--- config.mk ---
export PLATFORM = sky130hd
export DESIGN_NAME = pio_bitctl_irq
export DESIGN_NICKNAME = d
export VERILOG_FILES = /design/src/rtl/pio_bitctl_pkg.sv /design/src/rtl/pio_bitctl_seq.sv /design/src/rtl/pio_bitctl_match.sv /design/src/rtl/pio_bitctl_pulse.sv /design/src/rtl/pio_bitctl_irq.sv
export SDC_FILE = /design/constraint.sdc
export NUM_CORES = 1
export LEC_CHECK = 0
export ABC_AREA = 0
export BUFFER_PORTS_ARGS = -buffer_cell sky130_fd_sc_hd__buf_4
export CORE_UTILIZATION = 58
export DETAILED_ROUTE_END_ITERATION = 12
export MAX_ROUTING_LAYER = met4
export PLACE_DENSITY = 0.84
export SYNTH_ARGS = -nofsm -noshare
export SYNTH_HDL_FRONTEND = slang
export SYNTH_SLANG_ARGS = --single-unit
export TNS_END_PERCENT = 100
--- constraint.sdc ---
create_clock -name clk -period 4.85 [get_ports clk]
set_clock_uncertainty 0.05 [all_clocks]
set_input_delay 0.485 -clock clk [delete_from_list [all_inputs] [get_ports clk]]
set_output_delay 0.485 -clock clk [all_outputs]
set_load 0.05 [all_outputs]
--- src/rtl/pio_bitctl_pkg.sv ---
package pio_bitctl_pkg;

  typedef enum logic [1:0] {
    PM_OUT   = 2'b00,
    PM_IN    = 2'b01,
    PM_BIDIR = 2'b10,
    PM_BIT   = 2'b11
  } port_mode_e;

  typedef enum logic [1:0] {
    SQ_CMD  = 2'd0,
    SQ_DIR  = 2'd1,
    SQ_MASK = 2'd2
  } seq_e;

  typedef struct packed {
    logic en;
    logic all_of;
    logic hi_act;
  } irq_cfg_t;

  // control word decode: low-nibble tags and field positions
  localparam logic [3:0] TAG_MODE = 4'b1111;
  localparam logic [3:0] TAG_ICW  = 4'b0111;
  localparam int F_MODE_HI = 7;
  localparam int F_MODE_LO = 6;
  localparam int F_EN      = 7;
  localparam int F_ALL     = 6;
  localparam int F_HI      = 5;
  localparam int F_MFOLLOW = 4;

endpackage

--- src/rtl/pio_bitctl_seq.sv ---
module pio_bitctl_seq
  import pio_bitctl_pkg::*;
#(
  parameter int W = 8
) (
  input  logic         clk,
  input  logic         rst_n,
  input  logic         we,
  input  logic [W-1:0] wdata,
  output port_mode_e   mode,
  output logic [W-1:0] dir,
  output logic [W-1:0] mask,
  output irq_cfg_t     cfg,
  output seq_e         seq
);

  logic is_mode_word;
  logic is_icw;

  assign is_mode_word = (wdata[3:0] == TAG_MODE);
  assign is_icw       = (wdata[3:0] == TAG_ICW);

  always_ff @(posedge clk or negedge rst_n) begin
    if (!rst_n) begin
      mode <= PM_IN;
      dir  <= '1;
      mask <= '1;
      cfg  <= '0;
      seq  <= SQ_CMD;
    end else if (we) begin
      case (seq)
        SQ_DIR: begin
          dir <= wdata;
          seq <= SQ_CMD;
        end
        SQ_MASK: begin
          mask <= wdata;
          seq  <= SQ_CMD;
        end
        default: begin
          if (is_mode_word) begin
            mode <= port_mode_e'(wdata[F_MODE_HI:F_MODE_LO]);
            if (wdata[F_MODE_HI:F_MODE_LO] == 2'b11) seq <= SQ_DIR;
          end else if (is_icw) begin
            cfg.en <= wdata[F_EN];
            if (mode == PM_BIT) begin
              cfg.all_of <= wdata[F_ALL];
              cfg.hi_act <= wdata[F_HI];
              if (wdata[F_MFOLLOW]) seq <= SQ_MASK;
            end
          end
        end
      endcase
    end
  end

endmodule

--- src/rtl/pio_bitctl_match.sv ---
module pio_bitctl_match
  import pio_bitctl_pkg::*;
#(
  parameter int W = 8
) (
  input  logic [W-1:0] pin_q,
  input  logic [W-1:0] out_reg,
  input  logic [W-1:0] dir,
  input  logic [W-1:0] mask,
  input  irq_cfg_t     cfg,
  output logic [W-1:0] hit,
  output logic         match
);

  localparam logic [W-1:0] ALL_ONES = '1;

  // any-bit / every-bit reduction over the monitored set
  function automatic logic reduce_hits(input logic [W-1:0] h,
                                       input logic [W-1:0] m,
                                       input logic all_of);
    logic watched;
    watched = (m != ALL_ONES);
    if (!watched) return 1'b0;
    if (all_of) return ((h | m) == ALL_ONES);
    return (h != '0);
  endfunction

  logic [W-1:0] seen;

  for (genvar i = 0; i < W; i++) begin : g_bit
    assign seen[i] = dir[i] ? pin_q[i] : out_reg[i];
    assign hit[i]  = ~mask[i] & ~(seen[i] ^ cfg.hi_act);
  end

  assign match = reduce_hits(hit, mask, cfg.all_of);

endmodule

--- src/rtl/pio_bitctl_pulse.sv ---
module pio_bitctl_pulse (
  input  logic clk,
  input  logic rst_n,
  input  logic arm,
  input  logic match,
  output logic cond,
  output logic irq
);

  logic reported;

  assign cond = arm & match;

  always_ff @(posedge clk or negedge rst_n) begin
    if (!rst_n) begin
      reported <= 1'b0;
      irq      <= 1'b0;
    end else begin
      reported <= cond;
      irq      <= cond & ~reported;
    end
  end

endmodule

--- src/rtl/pio_bitctl_irq.sv ---
module pio_bitctl_irq
  import pio_bitctl_pkg::*;
#(
  parameter int W = 8
) (
  input  logic         clk,
  input  logic         rst_n,
  input  logic         ctrl_we,
  input  logic [W-1:0] ctrl_wdata,
  input  logic         data_we,
  input  logic [W-1:0] data_wdata,
  input  logic [W-1:0] pin_in,
  output logic [W-1:0] pin_out,
  output logic [W-1:0] pin_oe,
  output logic         irq
);

  port_mode_e   mode;
  logic [W-1:0] dir;
  logic [W-1:0] mask;
  irq_cfg_t     cfg;
  seq_e         seq;
  logic [W-1:0] out_reg;
  logic [W-1:0] pin_q;
  logic [W-1:0] hit;
  logic         match;
  logic         cond;
  logic         bit_mode;
  logic         int_en;

  pio_bitctl_seq #(.W(W)) u_seq (
    .clk(clk), .rst_n(rst_n), .we(ctrl_we), .wdata(ctrl_wdata),
    .mode(mode), .dir(dir), .mask(mask), .cfg(cfg), .seq(seq)
  );

  always_ff @(posedge clk or negedge rst_n) begin
    if (!rst_n) begin
      out_reg <= '0;
      pin_q   <= '0;
    end else begin
      pin_q <= pin_in;
      if (data_we) out_reg <= data_wdata;
    end
  end

  pio_bitctl_match #(.W(W)) u_match (
    .pin_q(pin_q), .out_reg(out_reg), .dir(dir), .mask(mask),
    .cfg(cfg), .hit(hit), .match(match)
  );

  assign bit_mode = (mode == PM_BIT);
  assign int_en   = cfg.en;

  pio_bitctl_pulse u_pulse (
    .clk(clk), .rst_n(rst_n), .arm(bit_mode & int_en),
    .match(match), .cond(cond), .irq(irq)
  );

  always_comb begin
    case (mode)
      PM_OUT:  pin_oe = '1;
      PM_BIT:  pin_oe = ~dir;
      default: pin_oe = '0;
    endcase
  end

  assign pin_out = out_reg;

endmodule

## Yosys cells after proc, flatten, opt, wreduce, memory -nomap -nowiden

Cells that the tools add are included.

| word-level totals | value |
|---|---|
| bits in registers | 41 |
| input bits | 28 |
| output and inout port bits | 17 |
| word-level logic and storage cells | 93 |

| cells by class | value |
|---|---|
| equal/unequal tests | 9 |
| multiplexer cells | 21 |
| bitwise logic cells | 40 |
| reductions and logical operators | 12 |

Operators with widths:

| operator | count |
|---|---|
| inverter 1 bit | 19 |
| case mux 8 bit (2 select lines) | 1 |
| 2-to-1 mux 1 bit | 14 |
| 2-to-1 mux 2 bit | 6 |
| AND 1 bit | 11 |
| AND reduction 5 bit | 2 |
| nonzero test 3 bit | 3 |
| == test 8 bit (second input constant) | 1 |
| inequality test 8 bit (second input constant) | 1 |
| inverter 8 bit | 1 |
| bitwise OR 8 bit | 1 |
| nonzero test 8 bit | 1 |
| bitwise XOR 1 bit | 8 |
| == test 2 bit (second input constant) | 3 |
| == test 4 x 3 -> 1 bit (second input constant) | 1 |
| == test 4 bit (second input constant) | 1 |
| AND reduction 2 bit | 2 |
| AND reduction 4 bit | 1 |
| inequality test 3 bit (second input constant) | 1 |
| AND reduction 3 bit | 1 |
| == test 2 x 1 -> 1 bit (second input constant) | 1 |
| zero test 2 bit | 1 |
| OR reduction 2 bit | 1 |

## Longest topological paths before layout

| logic depth | value |
|---|---|
| depth after elaboration | 11 |
| gate-level depth with buffers | 7 |
| mapped depth without buffers | 6 |

## Hierarchy

From an unflattened synthesis, not the netlist that was laid out.

| unflattened totals | value |
|---|---|
| cell total of the unflattened synthesis | 161 |
| area total of the unflattened synthesis | 2029.4 sq um |

Modules (own cells, without submodules):

| module | times used | cells each | area an instance (sq um) | sequential area each (sq um) |
|---|---|---|---|---|
| pio_bitctl_seq | 1 | 65 | 987.2 | 596.8 |
| pio_bitctl_irq | 1 | 48 | 668.1 | 400.4 |
| pio_bitctl_match | 1 | 44 | 309.0 | 0.0 |
| pio_bitctl_pulse | 1 | 4 | 65.1 | 50.0 |

## Least setup slack after synthesis

Ideal clock, no wire load.

| path | value |
|---|---|
| path type | flip-flop to output port |
| start | register u_seq.mode[0] |
| end | output pin_oe[0] |
| arrival | 1.685 ns |
| data required time | 4.315 ns |
| setup slack | 2.630 ns |
| cell stages (with the launch flop) | 5 |
| buffers on the path | 1 |
| path through | dfstp_2 > ha_1 > clkbuf_1 > a21oi_1 > nor2_1 |

| between the ends | value |
|---|---|
| longest elaborated chain between the ends | 2 |
| elaborated cells between the ends (all ways) | 3 |
| classes of those cells | 1 x eq/ne; 1 x mux; 1 x reduce/logical |

RTL lines:

| what | line | text |
|---|---|---|
| start, declared | pio_bitctl_seq.sv:10 | `output port_mode_e mode,` |
| start signal, assigned | pio_bitctl_seq.sv:42 | `mode <= port_mode_e'(wdata[F_MODE_HI:F_MODE_LO]);` |
| == test 2 bit or zero test 2 bit (tied branches) | pio_bitctl_irq.sv:60 | `case (mode)` |
| case mux 8 bit (2 select lines) (*) | pio_bitctl_irq.sv:60 |  |
| end, declared | pio_bitctl_irq.sv:14 | `output logic [W-1:0] pin_oe,` |

Mark *: on every way between the ends. The rest lies on a longest branch, timed or not.

## Worst setup path in the final report

| path | value |
|---|---|
| start | register u_seq.mode[0] |
| end | output pin_oe[3] |

The elaborated chain is that of the path after synthesis.

==> flow_summary.toml <==
[clock_network]
cts_tree = "done"
htree_num_levels = 2
post_cts_hold_buffer_count = 0
clock_latency_ns = 0.36
cts_sinks = 41
cts-resized-gates = 0
numCtsBuffers = 5
clock-root-buffer = "sky130_fd_sc_hd__clkbuf_4"
clock_path_buffers = 2
worst_setup_hold_path_clk_slew_ns = 0.12
post-cts-setup-buffers = 0

[sta]
timing.setup.tns_ns = 0
period_minus_slack_ns = 2.33
fmax_mhz = 429
grt_setup_unrepaired = "false"
setup_viol = 0
final_min_period_over_clock_period_pct = 48.0
maxSlewViolCount = 0
hold-worst-slack_ns = 0.0257
worst_pin_slew_ns = 0.637
hold_violations = 0
timing.max_slew.rel_slack_pct = 57.6

[setup_path]
critical_path_class = "register to output pin"
critical_path_peak_fanout = 11
regToRegSetupSlack_ns = 2.90
cp_data_required_time_ns = 4.32
cp-start-kind = "register"
worst_ep_arrival_time_ns = 1.80
end_kind = "output pin"

[finish]
fillerInstances = 248
most_common_cell_after_layout_fill_and_taps_aside = "sky130_fd_sc_hd__buf_4"
area_taken_by_multi_input_logic_gates_um2 = 912
areaGrowthSynthToFinish_pct = 19.6
post_route_cells_drive_above_1_share_pct = 45.9
ff_latch_area_um2 = 1050
antenna-diode-count = 0
layout.cells.non_filler = 266
design.final.nets = 251
layout_common_cells = "44 x sky130_fd_sc_hd__buf_4, 27 x sky130_fd_sc_hd__mux2_2, 24 x sky130_fd_sc_hd__dfrtp_1, 17 x sky130_fd_sc_hd__dfstp_2, 15 x sky130_fd_sc_hd__inv_1"

[placement]
placedCellCount = 258
detailed_place_hpwl_mm = 3.30
routabilityCongestion = 0.830
portBuffers = 44

[power_and_ir_drop]
power_per_cell_area_nw_per_um2 = 603
power_switching_mw = 0.650
leakage_nw = 1.14
internal-power_mw = 0.831
p_sw_share_pct = 43.9
share_clk_of_total_power_pct = 11.2
peakVddDrop_v = 0.000511
comb_power_share_pct = 49.0
sequentialPowerShare_pct = 39.8

[grt]
global_route_overflow = 0
first_global_vias = 1511
grt_first_pass_wirelength_mm = 7.02
largest_net_degree_at_the_start_of_global_routing = 42
antenna_found_initial = 0
grt.total_usage_pct = 27.6

[synthesis]
yosys.area_share.simple_pct = 9.51
synth_adder_area_share_pct = 2.44
synth_top_family_by_area = "multiplexers"
compound_gate_portion_of_the_synthesized_area_pct = 6.83
synthesis.yosys.warnings = 0
muxShareOfSynthArea_pct = 22.7
synth_fp_nets = 206
mappedNetlistArea_um2 = 2050
ys_types = 32
gate_count_post_synth = 174
ys_seq_elements = 41
yosysSeqAreaShare_pct = 51.0
synthXorXnorAreaFrac_pct = 2.99
post_synth.cell_area_avg_um2 = 11.8

[routing]
dr.first_iter.drc_count = 72
wirelength_mm = 4.42
first_pass_iters = 4
drc = 0
route.detailed.wl_per_inst_um = 16.6
ant_nets = 0
route.vias.total = 1467
detail_route.vias_per_cell = 5.52

[floorplanning]
floorplan.io_pins = 45
vertical_die_dimension_um = 61.5
design.die.area_um2 = 3780
floorplan.initialDensity_pct = 61.0
core_area_um2 = 3360
die_x_um = 61.5
cell_rows = 21

[flow_run]
max_cap_viol_count = 0

[outcome]
run_status = "complete, no violations"

[worst_hold_path]
hp-class = "input port to asynchronous set/reset pin"
## power by group through the flow
stage / Combinational (mW) / Clock, mW / Sequential [mW]
2_1_floorplan: 0.517 / 0 / 0.591
3_3_place_gp: 0.700 / 0 / 0.583
3_5_place_dp: 0.726 / 0 / 0.595
4_1_cts: 0.728 / 0.171 / 0.589
5_1_grt: 0.772 / 0.183 / 0.609
6_report: 0.726 / 0.166 / 0.590
## layer usage
| metal | vias to the layer above | routed length [um] | global-route usage [%] |
|---|---|---|---|
| met2 | 36 | 2340 | 46.5 |
| met5 | - | 0 | - |
| met4 | 0 | 89 | 12.7 |
| met1 | 726 | 1830 | 30.4 |
| li1 | 694 | - | - |
| met3 | 11 | 164 | 7.14 |
## metrics by stage
| step | utilization [%] | total power, mW | cell area, um^2 | setup WS [ns] |
|---|---|---|---|---|
| 2_1_floorplan | - | 1.11 | 2050 | 2.63 |
| 3_3_place_gp | 71.5 | 1.28 | 2400 | 2.97 |
| 3_5_place_dp | 71.5 | 1.32 | 2400 | 2.91 |
| 4_1_cts | 73.0 | 1.49 | 2450 | 2.51 |
| 5_1_grt | 73.0 | 1.56 | 2450 | 2.41 |
| 6_report | 73.0 | 1.48 | 2450 | 2.52 |
## synthesized netlist by cell type (all sizes together)
cell type,n,area (um^2)
mux2,27,304
dfrtp,24,601
dfstp,17,447
inv,15,56.3
mux2i,15,161
nor2,14,52.6
a21oi,11,55.1
nor2b,6,37.5
nand2,5,18.8
ha,4,50.1
xnor2,4,35.0
buf,3,26.3
clkbuf,3,11.3
nand4,3,18.8
o21ai,3,15.0
xor2,3,26.3
nand3,2,10.0
nor4,2,25.0
o2111ai,2,17.5
o22ai,2,12.5
a22o,1,8.76
a31oi,1,6.26
and2,1,6.26
and3,1,6.26
and4b,1,10.0
nor3,1,10.0
o211ai,1,7.51
o221ai,1,8.76
o31a,1,8.76
## flip-flops by register name, summed over array words and instances, names as in the netlist
name and cells:
pin_q 8, u_seq.mode 2, u_seq.dir 8, u_pulse.irq 1
u_pulse.reported 1, u_seq.mask 8, u_seq.cfg 3, pin_out 8
u_seq.seq 2
## final timing paths
| check | start | endpoint | cells after the start |
|---|---|---|---|
| min in group clk | pin_in[4] | pin_q[4]$_DFF_PN0_ | 1 |
| hold / removal | rst_n | pin_out[5]$_DFFE_PN0P_ | 1 |
| setup / recovery | u_seq.mode[0]$_DFFE_PN1P_ | pin_oe[3] | 4 |
| setup reg to reg | u_seq.dir[1]$_DFFE_PN1P_ | u_pulse.irq$_DFF_PN0_ | 5 |
| max in group asynchronous | rst_n | u_seq.dir[1]$_DFFE_PN1P_ | 1 |
| hold reg to reg | u_pulse.reported$_DFF_PN0_ | u_pulse.irq$_DFF_PN0_ | 1 |
## cell type report
cell class	instances	area share [%]
clock buffer	6	1.68
clock inverter	2	0.408
inverter	15	2.29
multi-input combinational	112	37.2
sequential	41	42.7
tap	46	2.34
timing repair buffer	44	13.5
## kinds of logic (layout without fill, tap and decap cells)
| group | count (synthesis) | after routing |
|---|---|---|
| compound gates | 23 | 23 |
| simple gates | 36 | 36 |
| buf+inv | 21 | 67 |
| fa+ha+maj | 4 | 4 |
| flops | 41 | 41 |
| xor+xnor | 7 | 7 |
| mux | 42 | 42 |
## critical path: stages, from the launching register on
cell                      delay, ns
sky130_fd_sc_hd__dfstp_2       0.56
sky130_fd_sc_hd__ha_1          0.41
sky130_fd_sc_hd__a21oi_1       0.12
sky130_fd_sc_hd__nor2_1        0.12
sky130_fd_sc_hd__buf_4         0.21
Note: power is estimated with default switching activity, not from simulation.
